### config.mk
export PLATFORM = sky130hd
export DESIGN_NAME = cpu_clk_switch
export DESIGN_NICKNAME = d
export VERILOG_FILES = /design/src/rtl/clksw_pkg.sv /design/src/rtl/clksw_ctrl_reg.sv /design/src/rtl/clksw_switch_seq.sv /design/src/rtl/clksw_ce_gen.sv /design/src/rtl/cpu_clk_switch.sv
export SDC_FILE = /design/constraint.sdc
export NUM_CORES = 1
export LEC_CHECK = 0
export BUFFER_PORTS_ARGS = -buffer_cell sky130_fd_sc_hd__buf_2
export CORE_ASPECT_RATIO = 1.1
export CORE_MARGIN = 2
export CORE_UTILIZATION = 30
export DETAILED_ROUTE_END_ITERATION = 10
export PLACE_DENSITY = 0.58
export SLEW_MARGIN = 20
export SYNTH_ARGS = -nofsm -noshare
export SYNTH_HDL_FRONTEND = slang
export SYNTH_SLANG_ARGS = --single-unit
### constraint.sdc
create_clock -name clk -period 2.54 [get_ports clk]
set_clock_uncertainty 0.2 [all_clocks]
set_input_delay 0.381 -clock clk [delete_from_list [all_inputs] [get_ports clk]]
set_output_delay 0.381 -clock clk [all_outputs]
set_load 0.02 [all_outputs]
### src/rtl/clksw_pkg.sv
package clksw_pkg;
  localparam int CODE_W   = 3;
  localparam int CODE_MAX = 4;
  localparam int NCODES   = CODE_MAX + 1;
  localparam int DCNT_W   = CODE_MAX;
  localparam int SUB_OLD_WAIT = 2;

  typedef logic [CODE_W-1:0] div_code_t;

  typedef struct packed {
    logic      src;
    div_code_t code;
  } clk_sel_t;

  function automatic longint ceil_ratio(longint fm, longint fs, int code);
    longint den;
    den = fs << code;
    return (2 * fm + den - 1) / den;
  endfunction

  function automatic int main_wait(int code);
    return (1 << CODE_MAX) >> code;
  endfunction
endpackage

### src/rtl/clksw_ctrl_reg.sv
module clksw_ctrl_reg
  import clksw_pkg::*;
(
  input  logic       clk,
  input  logic       rst,
  input  logic       wr_en,
  input  logic [7:0] wr_data,
  output clk_sel_t   req,
  output clk_sel_t   req_nxt,
  output logic       err
);
  logic      code_ok;
  logic      bad_wr;
  div_code_t new_code;

  always_comb begin
    code_ok  = (wr_data[CODE_W-1:0] <= div_code_t'(CODE_MAX));
    new_code = code_ok ? wr_data[CODE_W-1:0] : req.code;
    bad_wr   = !req.src && wr_data[4] && (new_code != req.code);
    req_nxt.code = new_code;
    req_nxt.src  = bad_wr ? 1'b0 : wr_data[4];
  end

  always_ff @(posedge clk) begin
    if (rst) begin
      req.src  <= 1'b0;
      req.code <= div_code_t'(CODE_MAX);
      err      <= 1'b0;
    end else if (wr_en) begin
      req <= req_nxt;
      if (bad_wr) err <= 1'b1;
    end
  end

  p_err_sticky_r9: assert property (@(posedge clk) disable iff (rst)
    err |=> err);

  p_code_legal_r8: assert property (@(posedge clk) disable iff (rst)
    req.code <= div_code_t'(CODE_MAX));

  p_reserved_keeps_r8: assert property (@(posedge clk) disable iff (rst)
    (wr_en && wr_data[2:0] > 3'd4) |=> $stable(req.code));
endmodule

### src/rtl/clksw_switch_seq.sv
module clksw_switch_seq
  import clksw_pkg::*;
#(
  parameter longint MAIN_HZ = 10_000_000,
  parameter longint SUB_HZ  = 32_768
) (
  input  logic     clk,
  input  logic     rst,
  input  logic     wr_fire,
  input  clk_sel_t tgt_nxt,
  input  clk_sel_t tgt_cur,
  input  logic     cpu_ce,
  output clk_sel_t app,
  output logic     apply_now
);
  localparam longint SUB_WAIT_MAX = ceil_ratio(MAIN_HZ, SUB_HZ, 0);
  localparam longint WAIT_MAX = (SUB_WAIT_MAX > 16) ? SUB_WAIT_MAX : 16;
  localparam int CW = $clog2(WAIT_MAX + 1);

  logic [CW-1:0] sub_wait [NCODES];
  logic [CW-1:0] main_wt  [NCODES];

  for (genvar g = 0; g < NCODES; g++) begin : g_wait
    assign sub_wait[g] = CW'(ceil_ratio(MAIN_HZ, SUB_HZ, g));
    assign main_wt[g]  = CW'(main_wait(g));
  end

  logic          pending;
  logic [CW-1:0] cnt;
  logic [CW-1:0] load_val;
  logic          differs;

  always_comb begin
    if (app.src)
      load_val = CW'(SUB_OLD_WAIT);
    else if (tgt_nxt.src)
      load_val = sub_wait[app.code];
    else
      load_val = main_wt[app.code];
    differs   = (tgt_nxt != app);
    apply_now = pending && cpu_ce && (cnt == CW'(1)) && !wr_fire;
  end

  always_ff @(posedge clk) begin
    if (rst) begin
      app.src  <= 1'b0;
      app.code <= div_code_t'(CODE_MAX);
      pending  <= 1'b0;
      cnt      <= '0;
    end else if (wr_fire) begin
      pending <= differs;
      cnt     <= differs ? load_val : '0;
    end else if (pending && cpu_ce) begin
      if (cnt == CW'(1)) begin
        app     <= tgt_cur;
        pending <= 1'b0;
        cnt     <= '0;
      end else begin
        cnt <= cnt - CW'(1);
      end
    end
  end

  p_status_on_apply_r7: assert property (@(posedge clk) disable iff (rst)
    !$stable(app.src) |-> $past(pending));

  p_pending_count_r6: assert property (@(posedge clk) disable iff (rst)
    pending |-> (cnt != '0));

  p_restart_r10: assert property (@(posedge clk) disable iff (rst)
    (wr_fire && (tgt_nxt != app)) |=> pending);

  p_hold_while_wait_r4: assert property (@(posedge clk) disable iff (rst)
    (pending && !cpu_ce) |=> $stable(app));
endmodule

### src/rtl/clksw_ce_gen.sv
module clksw_ce_gen
  import clksw_pkg::*;
(
  input  logic     clk,
  input  logic     rst,
  input  logic     main_tick,
  input  logic     sub_tick,
  input  clk_sel_t app,
  input  logic     apply_now,
  output logic     cpu_ce
);
  logic [DCNT_W-1:0] dcnt;
  logic [DCNT_W-1:0] lim;
  logic              grp_done;

  always_comb begin
    lim      = DCNT_W'((1 << app.code) - 1);
    grp_done = main_tick && (dcnt == lim);
  end

  always_ff @(posedge clk) begin
    if (rst) begin
      dcnt   <= '0;
      cpu_ce <= 1'b0;
    end else begin
      cpu_ce <= app.src ? sub_tick : grp_done;
      if (apply_now)
        dcnt <= '0;
      else if (!app.src && main_tick)
        dcnt <= grp_done ? '0 : dcnt + DCNT_W'(1);
    end
  end

  p_sub_follow_r3: assert property (@(posedge clk) disable iff (rst)
    (app.src && sub_tick) |=> cpu_ce);

  p_main_gated_r2: assert property (@(posedge clk) disable iff (rst)
    (!app.src && !main_tick) |=> !cpu_ce);
endmodule

### src/rtl/cpu_clk_switch.sv
module cpu_clk_switch
  import clksw_pkg::*;
#(
  parameter longint MAIN_HZ = 10_000_000,
  parameter longint SUB_HZ  = 32_768
) (
  input  logic       clk,
  input  logic       rst,
  input  logic       main_tick,
  input  logic       sub_tick,
  input  logic       wr_en,
  input  logic [7:0] wr_data,
  output logic [7:0] rd_data,
  output logic       cpu_ce
);
  clk_sel_t req;
  clk_sel_t req_nxt;
  clk_sel_t app;
  logic     err;
  logic     apply_now;

  clksw_ctrl_reg u_reg (
    .clk     (clk),
    .rst     (rst),
    .wr_en   (wr_en),
    .wr_data (wr_data),
    .req     (req),
    .req_nxt (req_nxt),
    .err     (err)
  );

  clksw_switch_seq #(.MAIN_HZ(MAIN_HZ), .SUB_HZ(SUB_HZ)) u_seq (
    .clk       (clk),
    .rst       (rst),
    .wr_fire   (wr_en),
    .tgt_nxt   (req_nxt),
    .tgt_cur   (req),
    .cpu_ce    (cpu_ce),
    .app       (app),
    .apply_now (apply_now)
  );

  clksw_ce_gen u_ce (
    .clk       (clk),
    .rst       (rst),
    .main_tick (main_tick),
    .sub_tick  (sub_tick),
    .app       (app),
    .apply_now (apply_now),
    .cpu_ce    (cpu_ce)
  );

  assign rd_data = {1'b0, err, app.src, req.src, 1'b0, req.code};
endmodule

==> flow_summary_export.csv <==
group,metric,value,unit
clock_tree,postCtsSetupBuffers,0,
floorplanning,floorplan.die_area,6900,µm²
sta,timing.final.crit_period,2.42,ns
clock_tree,clock_tree.root_cell,"sky130_fd_sc_hd__clkbuf_8",
synth,number_of_synthesized_flops_with_an_enable_pin,0,
global_routing,via_count_of_the_first_global_routing_pass,1635,
min_path,timing.hold.worst.class,"input port to flop",
critical_path,crit_path_end_kind,"flop",
global_routing,grt_first_pass_wirelength,7520,µm
synth,mappedNetlistArea,1880,µm²
placement,gpl_congestion,0.895,
critical_path,critical_path_start_type,"flop",
power,intPower,0.601,mW
clock_tree,h_tree_lvl_count,1,
clock_tree,postCtsHoldBufs,0,
sta,post-route-period-util,95.1,%
clock_tree,worstSkewPairLatency,0.28,ns
synth,yosysWarnings,0,
critical_path,required,2.51,ns
global_routing,grt_antenna_before_repair,0,
sta,summed_negative_setup_slack_over_all_endpoints,0,ns
power,power.clock.fraction,28.0,%
clock_tree,numCtsBuffers,3,
routing,post_drt_wl_per_cell,13.4,µm
power,power_leakage,0.820,nW
flow_run,max_cap_viol_count,0,
routing,drt_wl_total,4440,µm
cells_and_area,post_route_cells_drive_above_1_share,17.9,%
sta,timing_hold_violations_final,0,
cells_and_area,post_layout_nonfiller_instances,332,
floorplanning,die_width,79.4,µm
status,run_status,"completed",
sta,grt_setup_unrepaired,"false",
power,power_switching_share,31.3,%
power,peakVddDrop,181,µV
clock_tree,cts_buffer_depth,2,
synth,portion_of_the_post_synthesis_area_used_by_sequential_elements,26.7,%
sta,setup_viol,0,
critical_path,path_max_fanout,4,
critical_path,path_cells,"inv_1 -> ha_1 -> nor4_1 -> nor3_2 -> xnor2_1 -> or4_4 -> nand2b_4 -> nor4b_4",
synth,synthFlopType,"sky130_fd_sc_hd__dfxtp_1",
power,power_density,428,nW/µm²
power,net-switching-power,0.275,mW
critical_path,regToRegSetupSlack,0.12,ns
sta,fmaxAchievable,414,MHz
synth,yosys_top_cell_by_area,"sky130_fd_sc_hd__dfxtp_1",
critical_path,worstSetupPathType,"flop to flop",
sta,slew_headroom,62.4,%
cells_and_area,antennaDiodeCount,0,
routing,vias,1767,
synth,synth_seq_cells,25,
floorplanning,initial_utilization,30.7,%
floorplanning,std_cell_rows,30,
synth,asyncSetResetFlopFracSynth,0,%
clock_tree,postCtsResizedCells,0,
floorplanning,height_of_the_chip,86.9,µm
synth,ys_types,57,
placement,dpl.cell_count,328,
critical_path,worst-endpoint-arrival,2.38,ns
synth,mean_area_per_synthesized_cell,7.75,µm²
clock_tree,cts_num_sinks,25,
global_routing,gr-usage-all-layers,13.5,%
routing,drt_first_pass_iters,4,
placement,detailed_place_hpwl,3310,µm
global_routing,grt_max_degree,23,
critical_path,timing.critical_path.slowest_stage_cell,"sky130_fd_sc_hd__or4_4",
power,share_comb_of_total_power,22.2,%
clock_tree,tritoncts,"done",
routing,remaining_drc_errors,0,
synth,ys_top_cells_by_area,"sky130_fd_sc_hd__dfxtp_1, sky130_fd_sc_hd__ha_1, sky130_fd_sc_hd__nor2_1",
synth,synthesis.instances,242,
cells_and_area,area_delta_synth_final,9.14,%
clock_tree,clk_pin_slew_worst_paths,0.09,ns
sta,slew_viol_final,0,
floorplanning,core_area,6120,µm²
critical_path,cpPeakStageDelay,0.57,ns
synth,share_of_yosys_cell_area_claimed_by_the_top_area_cell_type,26.7,%
power,seqPwrFrac,49.7,%
routing,initialDrtViolationCount,71,
floorplanning,top_level_ports,22,
routing,vias_per_cell,5.32,
cells_and_area,nNetsFinal,274,
sta,worst_slew_pin_slew,0.563,ns
global_routing,globalRoute.totalOverflow,0,
placement,port_buffers,15,
routing,detail-route-antenna-nets,0,
cell usage in the layout, fill, tap and decap left out, types with 2 or more instances in the layout:
cell type / instances
sky130_fd_sc_hd__buf_4: 8
sky130_fd_sc_hd__or3_1: 2
sky130_fd_sc_hd__nand3_1: 6
sky130_fd_sc_hd__conb_1: 2
sky130_fd_sc_hd__and3_1: 2
sky130_fd_sc_hd__nor3_1: 9
sky130_fd_sc_hd__or4_1: 3
sky130_fd_sc_hd__ha_2: 2
sky130_fd_sc_hd__or2_2: 3
sky130_fd_sc_hd__xor2_1: 3
sky130_fd_sc_hd__buf_2: 15
sky130_fd_sc_hd__a221oi_1: 3
sky130_fd_sc_hd__clkbuf_8: 3
sky130_fd_sc_hd__nor4_1: 2
sky130_fd_sc_hd__nand2b_1: 2
sky130_fd_sc_hd__mux2i_1: 4
sky130_fd_sc_hd__nor2_1: 24
sky130_fd_sc_hd__dfxtp_1: 25
sky130_fd_sc_hd__o211ai_1: 3
sky130_fd_sc_hd__xnor2_1: 6
sky130_fd_sc_hd__a21oi_1: 17
sky130_fd_sc_hd__o2111ai_1: 2
sky130_fd_sc_hd__nor2b_1: 2
sky130_fd_sc_hd__and2_1: 4
sky130_fd_sc_hd__a211oi_1: 4
sky130_fd_sc_hd__or4_4: 3
sky130_fd_sc_hd__inv_1: 10
sky130_fd_sc_hd__a21o_1: 2
sky130_fd_sc_hd__a31oi_1: 5
sky130_fd_sc_hd__nand4_1: 5
sky130_fd_sc_hd__ha_1: 6
sky130_fd_sc_hd__o21ai_0: 17
sky130_fd_sc_hd__nand2_1: 23
worst max-delay path, delay by kind of cell (launching register included):
kind          cells  cell delay [ns]
xor+xnor          1             0.13
fa+ha+maj         1             0.24
buf+inv           1             0.08
flops             1             0.38
simple gates      5             1.27
sequential cells by signal, summed over array words and instances (netlist names):
name	cells
u_ce.cpu_ce	1
u_seq.app	4
u_reg.err	1
u_seq.cnt	10
u_ce.dcnt	4
u_reg.req	4
u_seq.pending	1
cell families after synthesis:
| kind of cell | after synthesis | share of synthesized area [%] |
|---|---|---|
| xor gates and xnor gates | 9 | 4.20 |
| muxes | 4 | 2.13 |
| buffers and inverters | 29 | 8.54 |
| AOI/OAI and AO/OA | 64 | 21.9 |
| other | 1 | 0.200 |
| adders and majority gates | 8 | 5.34 |
| and+or+nand+nor | 102 | 31.0 |
| DFF | 25 | 26.7 |
per-stage QoR:
step                      area, µm²  hold slack (ns)  total power, mW  setup WS, ns  util [%]
after global routing           2050            0.161            0.928       0.00965      33.5
after floorplan                1880            0.226            0.595         0.163         -
after detailed placement       2000            0.239            0.639        0.0493      32.6
after CTS                      2040            0.154            0.884        0.0308      33.4
final                          2050            0.153            0.876         0.123      33.5
after global placement         2000            0.239            0.637        0.0916      32.6
power by group through the flow:
stage / clock [mW] / sequential, mW / combinational [mW]
3_3_place_gp: 0 / 0.445 / 0.192
4_1_cts: 0.253 / 0.436 / 0.196
6_report: 0.246 / 0.436 / 0.195
2_1_floorplan: 0 / 0.443 / 0.152
3_5_place_dp: 0 / 0.445 / 0.194
5_1_grt: 0.270 / 0.439 / 0.219
Yosys cell counts, drive strengths merged (6+ instances only):
cell type and number:
nand2 23, o21ai 17, buf 14, a21oi 18, ha 8, nor2 25
or4 6, nand3 6, dfxtp 25, inv 11, xnor2 6, nor3 10
worst paths after layout:
kind / from / endpoint / cells past startpoint
min reg2reg: u_reg.err / u_reg.err / 2
max: u_seq.app[0] / u_ce.dcnt[3] / 8
max reg2reg: u_seq.app[0] / u_ce.dcnt[3] / 8
min: sub_tick / u_ce.cpu_ce / 3
metal layers:
metal | vias to the layer above | part of all wire [%] | track usage, %
met4 | 0 | 1.6 | 5.17
met5 | - | 0 | 0
li1 | 891 | - | -
met3 | 7 | 2.3 | 1.24
met2 | 34 | 48 | 23.8
met1 | 835 | 48 | 17.1
layout make-up:
class / count / area [µm²]
Clock buffer: 3 / 41.3
Clock inverter: 1 / 5.00
Fill cell: 670 / 4070
Inverter: 11 / 41.3
Multi-Input combinational cell: 189 / 1220
Sequential cell: 25 / 500
Tap cell: 80 / 100
Timing Repair Buffer: 23 / 135
Power figures use the tool's default switching activity.
